`config.mk`:
```
export PLATFORM = sky130hd
export DESIGN_NAME = dma_copy_engine
export DESIGN_NICKNAME = d
export VERILOG_FILES = /design/src/rtl/dma_copy_pkg.sv /design/src/rtl/dma_copy_regs.sv /design/src/rtl/dma_copy_mover.sv /design/src/rtl/dma_copy_engine.sv
export SDC_FILE = /design/constraint.sdc
export NUM_CORES = 1
export LEC_CHECK = 0
export ABC_CLOCK_PERIOD_IN_PS = 7000
export BUFFER_PORTS_ARGS = -buffer_cell sky130_fd_sc_hd__buf_2
export CAP_MARGIN = 20
export CORE_MARGIN = 1
export CORE_UTILIZATION = 30
export CTS_CLUSTER_SIZE = 24
export DETAILED_ROUTE_END_ITERATION = 10
export GPL_ROUTABILITY_DRIVEN = 0
export PLACE_DENSITY = 0.58
export SETUP_SLACK_MARGIN = 0.15
export SLEW_MARGIN = 20
export SYNTH_ARGS = -nofsm -noshare
export SYNTH_HDL_FRONTEND = slang
export SYNTH_SLANG_ARGS = --single-unit
```
`constraint.sdc`:
```
create_clock -name clk -period 7 [get_ports clk]
set_clock_uncertainty 0.05 [all_clocks]
set_input_delay 1.4 -clock clk [delete_from_list [all_inputs] [get_ports clk]]
set_output_delay 1.4 -clock clk [all_outputs]
set_load 0.01 [all_outputs]
```
`src/rtl/dma_copy_pkg.sv`:
```
// Package: shared constants and types for the copy engine.
// Assumes a 32-bit register window selected by byte offset.
package dma_copy_pkg;
    localparam int REG_W  = 32;
    localparam int CFG_AW = 5;

    // Word index of each register (byte offset / 4)
    localparam logic [2:0] IDX_SRC  = 3'd0;
    localparam logic [2:0] IDX_DST  = 3'd1;
    localparam logic [2:0] IDX_LEN  = 3'd2;
    localparam logic [2:0] IDX_CTRL = 3'd3;
    localparam logic [2:0] IDX_STAT = 3'd4;
    localparam logic [2:0] IDX_PROG = 3'd5;

    localparam int BIT_START = 0;
    localparam int BIT_IRQEN = 1;
    localparam int BIT_BUSY  = 0;
    localparam int BIT_DONE  = 1;

    typedef enum logic [1:0] {
        MV_IDLE,
        MV_RD_REQ,
        MV_RD_WAIT,
        MV_WR_REQ
    } mv_state_t;
endpackage

```
`src/rtl/dma_copy_regs.sv`:
```
// Register window of the copy engine: address/length storage, control,
// sticky completion flag with write-one-to-clear, and read-back mux.
// Assumes one register write per cycle and combinational read data.
module dma_copy_regs
    import dma_copy_pkg::*;
#(
    parameter int ADDR_W = 32,
    parameter int LEN_W  = 16,
    parameter int DATA_W = 32
) (
    input  logic              clk,
    input  logic              rst_n,
    input  logic              cfg_wen,
    input  logic [CFG_AW-1:0] cfg_addr,
    input  logic [REG_W-1:0]  cfg_wdata,
    output logic [REG_W-1:0]  cfg_rdata,
    input  logic              busy,
    input  logic [LEN_W-1:0]  bytes_done,
    input  logic              xfer_done,
    output logic [ADDR_W-1:0] src_base,
    output logic [ADDR_W-1:0] dst_base,
    output logic [LEN_W-1:0]  len_bytes,
    output logic              start_go,
    output logic              irq_en,
    output logic              done_flag
);
    localparam int STEP = DATA_W / 8;
    localparam logic [ADDR_W-1:0] A_MASK = ~ADDR_W'(STEP - 1);
    localparam logic [LEN_W-1:0]  L_MASK = ~LEN_W'(STEP - 1);

    logic [2:0] idx;
    logic       wr_src, wr_dst, wr_len, wr_ctrl, wr_stat;
    logic       unused_bits;

    assign idx         = cfg_addr[CFG_AW-1:2];
    assign unused_bits = ^{cfg_addr[1:0], cfg_wdata};

    // Decode register writes by word index
    always_comb begin
        wr_src  = cfg_wen && (idx == IDX_SRC);
        wr_dst  = cfg_wen && (idx == IDX_DST);
        wr_len  = cfg_wen && (idx == IDX_LEN);
        wr_ctrl = cfg_wen && (idx == IDX_CTRL);
        wr_stat = cfg_wen && (idx == IDX_STAT);
    end

    // Accept start only when idle and length is non-zero
    assign start_go = wr_ctrl && cfg_wdata[BIT_START] && !busy && (len_bytes != '0);

    // Store addresses, length and interrupt enable
    always_ff @(posedge clk) begin
        if (!rst_n) begin
            src_base  <= '0;
            dst_base  <= '0;
            len_bytes <= '0;
            irq_en    <= 1'b0;
        end else begin
            if (wr_src)  src_base  <= cfg_wdata[ADDR_W-1:0] & A_MASK;
            if (wr_dst)  dst_base  <= cfg_wdata[ADDR_W-1:0] & A_MASK;
            if (wr_len)  len_bytes <= cfg_wdata[LEN_W-1:0] & L_MASK;
            if (wr_ctrl) irq_en    <= cfg_wdata[BIT_IRQEN];
        end
    end

    // Sticky completion flag: set wins, cleared by start or a written one
    always_ff @(posedge clk) begin
        if (!rst_n) begin
            done_flag <= 1'b0;
        end else if (xfer_done) begin
            done_flag <= 1'b1;
        end else if (start_go || (wr_stat && cfg_wdata[BIT_DONE])) begin
            done_flag <= 1'b0;
        end
    end

    // Read-back multiplexer, zero-extended to the register width
    always_comb begin
        cfg_rdata = '0;
        case (idx)
            IDX_SRC:  cfg_rdata[ADDR_W-1:0] = src_base;
            IDX_DST:  cfg_rdata[ADDR_W-1:0] = dst_base;
            IDX_LEN:  cfg_rdata[LEN_W-1:0]  = len_bytes;
            IDX_CTRL: cfg_rdata[BIT_IRQEN]  = irq_en;
            IDX_STAT: begin
                cfg_rdata[BIT_BUSY] = busy;
                cfg_rdata[BIT_DONE] = done_flag;
            end
            IDX_PROG: cfg_rdata[LEN_W-1:0]  = bytes_done;
            default:  cfg_rdata = '0;
        endcase
    end
endmodule

```
`src/rtl/dma_copy_mover.sv`:
```
// Copy state machine: for each word, one master read then one master
// write, with private copies of the pointers and length latched at start.
// Assumes the memory returns exactly one data strobe per accepted read.
module dma_copy_mover
    import dma_copy_pkg::*;
#(
    parameter int ADDR_W = 32,
    parameter int LEN_W  = 16,
    parameter int DATA_W = 32
) (
    input  logic              clk,
    input  logic              rst_n,
    input  logic              start_go,
    input  logic [ADDR_W-1:0] src_base,
    input  logic [ADDR_W-1:0] dst_base,
    input  logic [LEN_W-1:0]  len_bytes,
    output logic              m_req_valid,
    input  logic              m_req_ready,
    output logic              m_req_write,
    output logic [ADDR_W-1:0] m_req_addr,
    output logic [DATA_W-1:0] m_req_wdata,
    input  logic              m_rdata_valid,
    input  logic [DATA_W-1:0] m_rdata,
    output logic              busy,
    output logic [LEN_W-1:0]  bytes_done,
    output logic              xfer_done
);
    localparam int STEP = DATA_W / 8;

    mv_state_t         state_q;
    logic [ADDR_W-1:0] rd_ptr_q, wr_ptr_q;
    logic [LEN_W-1:0]  len_q, count_q;
    logic [DATA_W-1:0] hold_q;
    logic              wr_fire, last_word;

    assign wr_fire   = (state_q == MV_WR_REQ) && m_req_ready;
    assign last_word = (count_q + LEN_W'(STEP)) == len_q;
    assign xfer_done = wr_fire && last_word;
    assign busy      = (state_q != MV_IDLE);
    assign bytes_done = count_q;

    // Drive the master request from the current state
    always_comb begin
        m_req_valid = (state_q == MV_RD_REQ) || (state_q == MV_WR_REQ);
        m_req_write = (state_q == MV_WR_REQ);
        m_req_addr  = m_req_write ? wr_ptr_q : rd_ptr_q;
        m_req_wdata = hold_q;
    end

    // Sequence read, data capture and write for each word
    always_ff @(posedge clk) begin
        if (!rst_n) begin
            state_q  <= MV_IDLE;
            rd_ptr_q <= '0;
            wr_ptr_q <= '0;
            len_q    <= '0;
            count_q  <= '0;
            hold_q   <= '0;
        end else begin
            case (state_q)
                MV_IDLE: begin
                    if (start_go) begin
                        rd_ptr_q <= src_base;
                        wr_ptr_q <= dst_base;
                        len_q    <= len_bytes;
                        count_q  <= '0;
                        state_q  <= MV_RD_REQ;
                    end
                end
                MV_RD_REQ: begin
                    if (m_req_ready) state_q <= MV_RD_WAIT;
                end
                MV_RD_WAIT: begin
                    if (m_rdata_valid) begin
                        hold_q  <= m_rdata;
                        state_q <= MV_WR_REQ;
                    end
                end
                MV_WR_REQ: begin
                    if (m_req_ready) begin
                        rd_ptr_q <= rd_ptr_q + ADDR_W'(STEP);
                        wr_ptr_q <= wr_ptr_q + ADDR_W'(STEP);
                        count_q  <= count_q + LEN_W'(STEP);
                        state_q  <= last_word ? MV_IDLE : MV_RD_REQ;
                    end
                end
                default: state_q <= MV_IDLE;
            endcase
        end
    end
endmodule

```
`src/rtl/dma_copy_engine.sv`:
```
// Top level of the copy engine: joins the register window and the copy
// state machine and forms the interrupt level.
// Assumes ADDR_W and LEN_W do not exceed the 32-bit register width.
module dma_copy_engine
    import dma_copy_pkg::*;
#(
    parameter int ADDR_W = 32,
    parameter int LEN_W  = 16,
    parameter int DATA_W = 32
) (
    input  logic              clk,
    input  logic              rst_n,
    input  logic              cfg_wen,
    input  logic [4:0]        cfg_addr,
    input  logic [31:0]       cfg_wdata,
    output logic [31:0]       cfg_rdata,
    output logic              m_req_valid,
    input  logic              m_req_ready,
    output logic              m_req_write,
    output logic [ADDR_W-1:0] m_req_addr,
    output logic [DATA_W-1:0] m_req_wdata,
    input  logic              m_rdata_valid,
    input  logic [DATA_W-1:0] m_rdata,
    output logic              irq
);
    logic [ADDR_W-1:0] src_base, dst_base;
    logic [LEN_W-1:0]  len_bytes, bytes_done;
    logic              start_go, irq_en, done_flag, busy, xfer_done;

    dma_copy_regs #(.ADDR_W(ADDR_W), .LEN_W(LEN_W), .DATA_W(DATA_W)) u_regs (
        .clk        (clk),
        .rst_n      (rst_n),
        .cfg_wen    (cfg_wen),
        .cfg_addr   (cfg_addr),
        .cfg_wdata  (cfg_wdata),
        .cfg_rdata  (cfg_rdata),
        .busy       (busy),
        .bytes_done (bytes_done),
        .xfer_done  (xfer_done),
        .src_base   (src_base),
        .dst_base   (dst_base),
        .len_bytes  (len_bytes),
        .start_go   (start_go),
        .irq_en     (irq_en),
        .done_flag  (done_flag)
    );

    dma_copy_mover #(.ADDR_W(ADDR_W), .LEN_W(LEN_W), .DATA_W(DATA_W)) u_mover (
        .clk           (clk),
        .rst_n         (rst_n),
        .start_go      (start_go),
        .src_base      (src_base),
        .dst_base      (dst_base),
        .len_bytes     (len_bytes),
        .m_req_valid   (m_req_valid),
        .m_req_ready   (m_req_ready),
        .m_req_write   (m_req_write),
        .m_req_addr    (m_req_addr),
        .m_req_wdata   (m_req_wdata),
        .m_rdata_valid (m_rdata_valid),
        .m_rdata       (m_rdata),
        .busy          (busy),
        .bytes_done    (bytes_done),
        .xfer_done     (xfer_done)
    );

    // Interrupt level follows the sticky flag, gated by the enable
    assign irq = done_flag & irq_en;
endmodule

```
==> results_dict.tcl, run 1 <==
set metrics [dict create \
    status "finished, final reports clean" \
    powerDensity_nw_per_um2 195 \
    yosysUniqueCellTypes 70 \
    yosysTopAreaCell "dfxtp_1" \
    cts-root-buf "clkbuf_16" \
    fmax_ghz 0.237 \
    drc 0 \
    netlist.area_leader.share 0.384 \
    min_to "u_mover.m_req_wdata[20]" \
    io_pins 173 \
    cap_violations 0 \
    synth_area_leaders "dfxtp_1 (38%), nand2_1 (12%), a21oi_1 (6.1%)" \
    timing.rr.start "u_mover.state_q[0]" \
    clk_latency_ns 0.45 \
    vias 10231 \
    coreArea_um2 33700 \
    wl_per_cell_um 17.9 \
    dp.cells 1871 \
    dpl.hpwl_um 23000 \
    port_buffers 168 \
    p_leak_nw 4.37 \
    worst_slack_ns 2.78 \
    async_flop_share 0 \
    cts_made_buffers 17 \
    dieArea_um2 35200 \
    antenna_found_initial 1 \
    gr-usage-all-layers 0.190 \
    drive_gt1_frac 0.189 \
    cts_buffer_depth 2 \
    worst_setup_path_start_kind "input port" \
    use_met1 0.258 \
    cts_max_level 4 \
    clock-sinks 198 \
    chipHeight_um 187 \
    synth_edf_count 0 \
    final_cell_area_um2 12100 \
    num-nets-final 1524 \
    rows 67 \
    synth-seq-area-share 0.384 \
    grt_pass1_wl_um 53400 \
    slew_viol_final 0 \
    worstMarginPinSlew_ns 0.898 \
    postSynthCellCount 1350 \
    yosysWarnings 0 \
    syn-cell-area_um2 10300 \
    grt_use_met2 0.302 \
    ir_worst_vdd_uv 129 \
    met3_usage 0.0395 \
    drtIter0Drc 774 \
    reg2reg_to "u_mover.rd_ptr_q[5]" \
    reg2reg_slack_ns 3.96 \
    cts.clk_slew.worst_paths_ns 0.08 \
    grt_overflow 0 \
    critPathRequiredTime_ns 5.55 \
    cts_tree "built" \
    cts_setup_buffers 0 \
    dieWidth_um 187 \
    hold_buffers 0 \
    cp_cell_sequence "buf_2, nor3_2, buf_4, a22oi_1, nand2_1, buf_2" \
    grt_max_degree 82 \
    crit_arrival_ns 2.77 \
    hold_depth 2 \
    crit_type "input port to output pin" \
    final_antenna_net_count 0 \
    slowest_stage "buf_4" \
    cpMostUsedCell "buf_2" \
    hold_path.startpoint "u_mover.m_req_wdata[20]" \
    avgSynthCellArea_um2 7.65 \
    end_kind "output pin" \
    diodes 0 \
    final.min_clock_period_ns 4.22 \
    grt_pass1_vias 9496 \
    grt_setup_unrepaired "no" \
    fin_cells 1903 \
    ff2ff_path_depth 8 \
    cts_resized 0 \
    fin_tns_setup_ns 0 \
    synthFlopType "dfxtp_1" \
    busiest_layer "met2" \
    cpPeakStageDelay_ns 0.44 \
    cp_max_fo 32 \
    synth-seq-cells 198 \
    post_dp_cell_area_um2 11400 \
    area.growth.synth_to_final_pct 16.8 \
    min_period_over_period 0.603 \
    drt_first_pass_iters 5 \
    hold_path_class "register to register" \
    wl_um 34100 \
    setup_viol 0 \
    slew_headroom 0.401 \
    viasPerCell 5.38 \
    finalHoldViolations 0 \
    pre_cts_ws_ns 2.59 \
    initial_utilization 0.306 \
]
[synth_stat cells, types with 7 or more instances]
cell type	count
nand3_1	46
clkbuf_1	84
dfxtp_1	198
xnor2_1	14
buf_2	17
o221a_2	9
o21a_1	19
a21oi_1	125
o31a_1	8
a22oi_1	29
inv_1	19
nor2_1	51
nor4_1	14
nor3_1	22
xor2_1	8
or3_1	9
mux2_2	30
and3_1	12
buf_1	7
o22ai_1	14
a21boi_0	82
a22o_1	17
nor2b_1	10
o21ai_0	43
ha_1	8
nand2_1	339
nand4_1	15
[critical path, delay by kind of cell]
kind / cells / cell delay (ns)
AOI/OAI and AO/OA: 1 / 0.22
and+or+nand+nor: 2 / 0.38
buffers and inverters: 3 / 0.76
[worst max path at each step]
stage | startpoint | to | slack [ns] | depth (start not counted)
final | cfg_addr[4] | cfg_rdata[12] | 2.78 | 6
after global routing | u_mover.state_q[1] | m_req_addr[30] | 2.70 | 4
after CTS | cfg_addr[4] | cfg_rdata[12] | 2.59 | 5
after detailed placement | cfg_addr[4] | cfg_rdata[12] | 2.59 | 5
after global placement | cfg_addr[4] | cfg_rdata[12] | 2.59 | 5
after floorplan | cfg_addr[4] | cfg_rdata[10] | 3.16 | 4
[metrics by stage]
| step | total power [W] | utilization | hold WS, ns |
|---|---|---|---|
| floorplan | 0.00128 | - | 0.394 |
| global placement | 0.00136 | 0.339 | 0.390 |
| detailed placement | 0.00136 | 0.339 | 0.397 |
| CTS | 0.00237 | 0.358 | 0.410 |
| global route | 0.00243 | 0.358 | 0.426 |
| finish | 0.00235 | 0.358 | 0.408 |
[cells in the final DEF, fill, tap and decap left out, types with 15 or more instances in the layout]
master	instances
a21boi_0	82
a21oi_1	125
a22o_1	17
a22oi_1	29
buf_2	167
buf_4	15
clkbuf_16	17
dfxtp_1	198
inv_1	17
mux2_2	30
nand2_1	338
nand3_1	46
nand4_1	15
nor2_1	51
nor3_1	21
o21a_1	19
o21ai_0	43
[flip-flops by register name, indices dropped and copies added (netlist names)]
signal / cells
u_mover.bytes_done: 14
u_regs.dst_base: 30
u_regs.irq_en: 1
u_regs.src_base: 30
u_mover.rd_ptr_q: 30
u_regs.len_bytes: 14
u_regs.done_flag: 1
u_mover.m_req_wdata: 32
u_mover.wr_ptr_q: 30
u_mover.state_q: 2
u_mover.len_q: 14
[cells by family (layout without fill, tap and decap cells)]
logic type / count (synthesis) / after routing / synth area share
mux: 34 / 34 / 0.0366
flops: 198 / 198 / 0.384
simple gates: 558 / 558 / 0.242
compound gates: 400 / 400 / 0.259
other cells: 1 / 2 / 0.000363
buf+inv: 129 / 233 / 0.0497
fa+ha+maj: 8 / 8 / 0.00970
xor+xnor: 22 / 22 / 0.0187
[routing by layer]
metal	vias up	wire [µm]	share of wire
li1	4951	-	-
met1	4879	15400	0.45
met2	350	15700	0.46
met3	49	2200	0.065
met4	2	758	0.022
met5	-	13	0.00038
[power breakdown]
part | internal [W] | leakage [nW] | switching (W)
logic | 0.0000612 | 2.49 | 0.000114
clock network | 0.000486 | 0.289 | 0.000527
registers | 0.00114 | 1.60 | 0.0000152
total | 0.00169 | 4.37 | 0.000657
[final cells by class]
cell class,instances,area [µm²]
Tap cell,448,561
Fill cell,3580,21600
Multi-Input combinational cell,1024,5910
Sequential cell,198,3960
Clock buffer,17,425
Timing Repair Buffer,182,948
Clock inverter,15,181
Inverter,19,71.3
Power figures use the tool's default switching activity.
==> inputs of run 2 (changes only) <==
Settings changed: ABC_AREA set to 1, ABC_CLOCK_PERIOD_IN_PS 7000 to 4300.
Clock period 7 ns to 4.3 ns, I/O delays scaled along.
==> run 2 against run 1 <==
Against the previous run:
- flip-flop and latch count is the same
- critical path depth grew 2
- die area grew 0.18%
- combinational power grew to 3.7 times the previous value
- setup slack lost 2.0 ns
- power grew 88%
- critical endpoint is now cfg_rdata[10]
- largest power group unchanged
==> results_dict.tcl, run 2 <==
set metrics [dict create \
    status "finished, final reports clean" \
    synthTopCellsByCount "nand2_1 (259), dfxtp_1 (198), o21ai_0 (189)" \
    viasPerCell 5.09 \
    drive_gt1_frac 0.162 \
    clock-sinks 198 \
    p_leak_nw 4.73 \
    slew_headroom 0.322 \
    synth_top_family_by_area "simple AND/OR/NAND/NOR gates" \
    grt_pass1_wl_um 55200 \
    final.min_clock_period_ns 3.53 \
    io_pins 173 \
    timing.rr.start "u_mover.state_q[0]" \
    ir_worst_vdd_uv 197 \
    grt_overflow 0 \
    critPathTopFamily "buffers and inverters" \
    clk_latency_ns 0.45 \
    reg2reg_slack_ns 1.69 \
    hold_buffers 0 \
    hold_path_class "register to register" \
    wl_um 35200 \
    syn-cell-area_um2 10300 \
    crit_type "input port to output pin" \
    num-nets-final 1722 \
    cpMostUsedCell "buf_2" \
    slowest_stage "inv_1" \
    cts_max_level 4 \
    cts_tree "built" \
    largest_reg_flops 32 \
    drc 0 \
    fillers 3657 \
    yosysUniqueCellTypes 46 \
    synth_area_leaders "dfxtp_1 (38%), nand2_1 (9.4%), o21ai_0 (9.1%)" \
    cts.clk_slew.worst_paths_ns 0.06 \
    worst_setup_path_start_kind "input port" \
    cts-root-buf "clkbuf_16" \
    cp_max_fo 14 \
    cts_buffer_depth 2 \
    chipHeight_um 188 \
    gr-usage-all-layers 0.199 \
    min_to "u_mover.len_q[14]" \
    end_kind "output pin" \
    synth_xor_area_frac 0.0152 \
    avgSynthCellArea_um2 6.78 \
    final_antenna_net_count 0 \
    cts_resized 0 \
    cp_cell_sequence "buf_2, inv_2, nor2_4, nand2_2, inv_1, buf_4, a221o_1, buf_2" \
    initial_utilization 0.307 \
    powerDensity_nw_per_um2 362 \
    critPathRequiredTime_ns 3.39 \
    cap_violations 0 \
    setup_viol 0 \
    crit_buf_inv 5 \
    final_cell_area_um2 12100 \
    synthFlopType "dfxtp_1" \
    ff2ff_path_depth 9 \
    synth_most_common_cell "nand2_1" \
    most-common-layout-cells "nand2_1 (259), dfxtp_1 (198), o21ai_0 (189)" \
    coreArea_um2 33700 \
    worstMarginPinSlew_ns 1.02 \
    postSynthCellCount 1526 \
    grt_setup_unrepaired "no" \
    synth_compound_area_frac 0.231 \
    dpl.hpwl_um 25000 \
    post_dp_cell_area_um2 11500 \
    synth_fa_ha_area_frac 0.00968 \
    wl_per_cell_um 16.8 \
    min_period_over_period 0.820 \
    reg2reg_to "u_mover.wr_ptr_q[28]" \
    muxShareOfSynthArea 0 \
    area.growth.synth_to_final_pct 17.5 \
    crit_arrival_ns 2.62 \
    grt_max_degree 71 \
    synth-seq-cells 198 \
    fin_tns_setup_ns 0 \
    cts_made_buffers 17 \
    slew_viol_final 0 \
    drt_first_pass_iters 6 \
    hold_depth 2 \
    vias 10703 \
    antenna_found_initial 4 \
    yosys.area_share.simple 0.269 \
    drtIter0Drc 827 \
    grt_pass1_vias 9946 \
    synth_edf_count 0 \
    rows 67 \
    final_common_cell "nand2_1" \
    async_flop_share 0 \
    dieWidth_um 188 \
    finalHoldViolations 0 \
    p_total_w 0.00440 \
    hold_slack_ns 0.423 \
    cts_setup_buffers 0 \
    synth-seq-area-share 0.383 \
    yosysTopAreaCell "dfxtp_1" \
    dieArea_um2 35200 \
    port_buffers 168 \
    hold_path.startpoint "u_mover.len_q[14]" \
    fmax_ghz 0.284 \
    yosysWarnings 0 \
    netlist.area_leader.share 0.383 \
    cpPeakStageDelay_ns 0.51 \
]
[run 2: cell types whose count changed in the layout (fill, tap and decap cells not counted), sizes merged, moves of 30 or more]
cell / delta
nor2: +144
nand2: -70
o21ai: +164
nand3: +42
inv: +123
mux2: -30
a21boi: -83
[run 2: how the worst max path moves through the flow]
| stage | slack (ns) | start | end | depth (start not counted) |
|---|---|---|---|---|
| after floorplan | 1.49 | cfg_addr[3] | cfg_rdata[10] | 6 |
| after global placement | 0.79 | cfg_addr[4] | cfg_rdata[10] | 7 |
| after detailed placement | 0.77 | cfg_addr[2] | cfg_rdata[10] | 8 |
| after CTS | 0.77 | cfg_addr[2] | cfg_rdata[10] | 8 |
| after global routing | 0.68 | cfg_addr[2] | cfg_rdata[10] | 8 |
| final | 0.77 | cfg_addr[2] | cfg_rdata[10] | 8 |
[run 2: logic make-up (layout without fill, tap and decap cells)]
group / Yosys count / in the layout
AND/OR/NAND/NOR: 625 / 625
AO/OA/AOI/OAI: 436 / 436
buffers and inverters: 240 / 366
flip-flops: 198 / 198
XOR/XNOR: 18 / 18
adder cells (fa/ha/maj): 8 / 8
other: 1 / 3
[run 2: stage by stage]
stage / std cells / worst slack (ns) / utilization
2_1_floorplan: 1527 / 1.49 / -
3_3_place_gp: 2069 / 0.795 / 0.342
3_5_place_dp: 2069 / 0.769 / 0.342
4_1_cts: 2101 / 0.768 / 0.360
5_1_grt: 2102 / 0.683 / 0.360
6_report: 2102 / 0.774 / 0.360
[run 2: metal layers]
layer  GRT usage  routed length [µm]  vias up
li1            -                   -     5361
met1       0.269               16300     4964
met2       0.315               15800      331
met3      0.0475                2530       43
met4      0.0550                 541        4
met5           0                  23        -
[run 2: area by class of cell]
type,count,area [µm²],area share
Antenna cell,1,2.50,0.000206
Clock buffer,21,470,0.0387
Clock inverter,11,145,0.0119
Inverter,149,561,0.0461
Multi-Input combinational cell,1089,5460,0.450
Sequential cell,198,3960,0.326
Tap cell,448,561,0.0461
Timing Repair Buffer,185,983,0.0810
[run 2: power breakdown]
part           internal (W)  leakage (nW)  total (W)  switching, W
Clock              0.000965         0.308    0.00172      0.000754
Sequential          0.00194          1.60    0.00202     0.0000820
Combinational      0.000223          2.82   0.000657      0.000434
Total               0.00313          4.73    0.00440       0.00127
[run 2: worst min-delay path, delay by kind of cell (launching register included)]
| family | cells | cell delay (ns) |
|---|---|---|
| buf+inv | 1 | 0.06 |
| flops | 1 | 0.31 |
| compound gates | 1 | 0.06 |
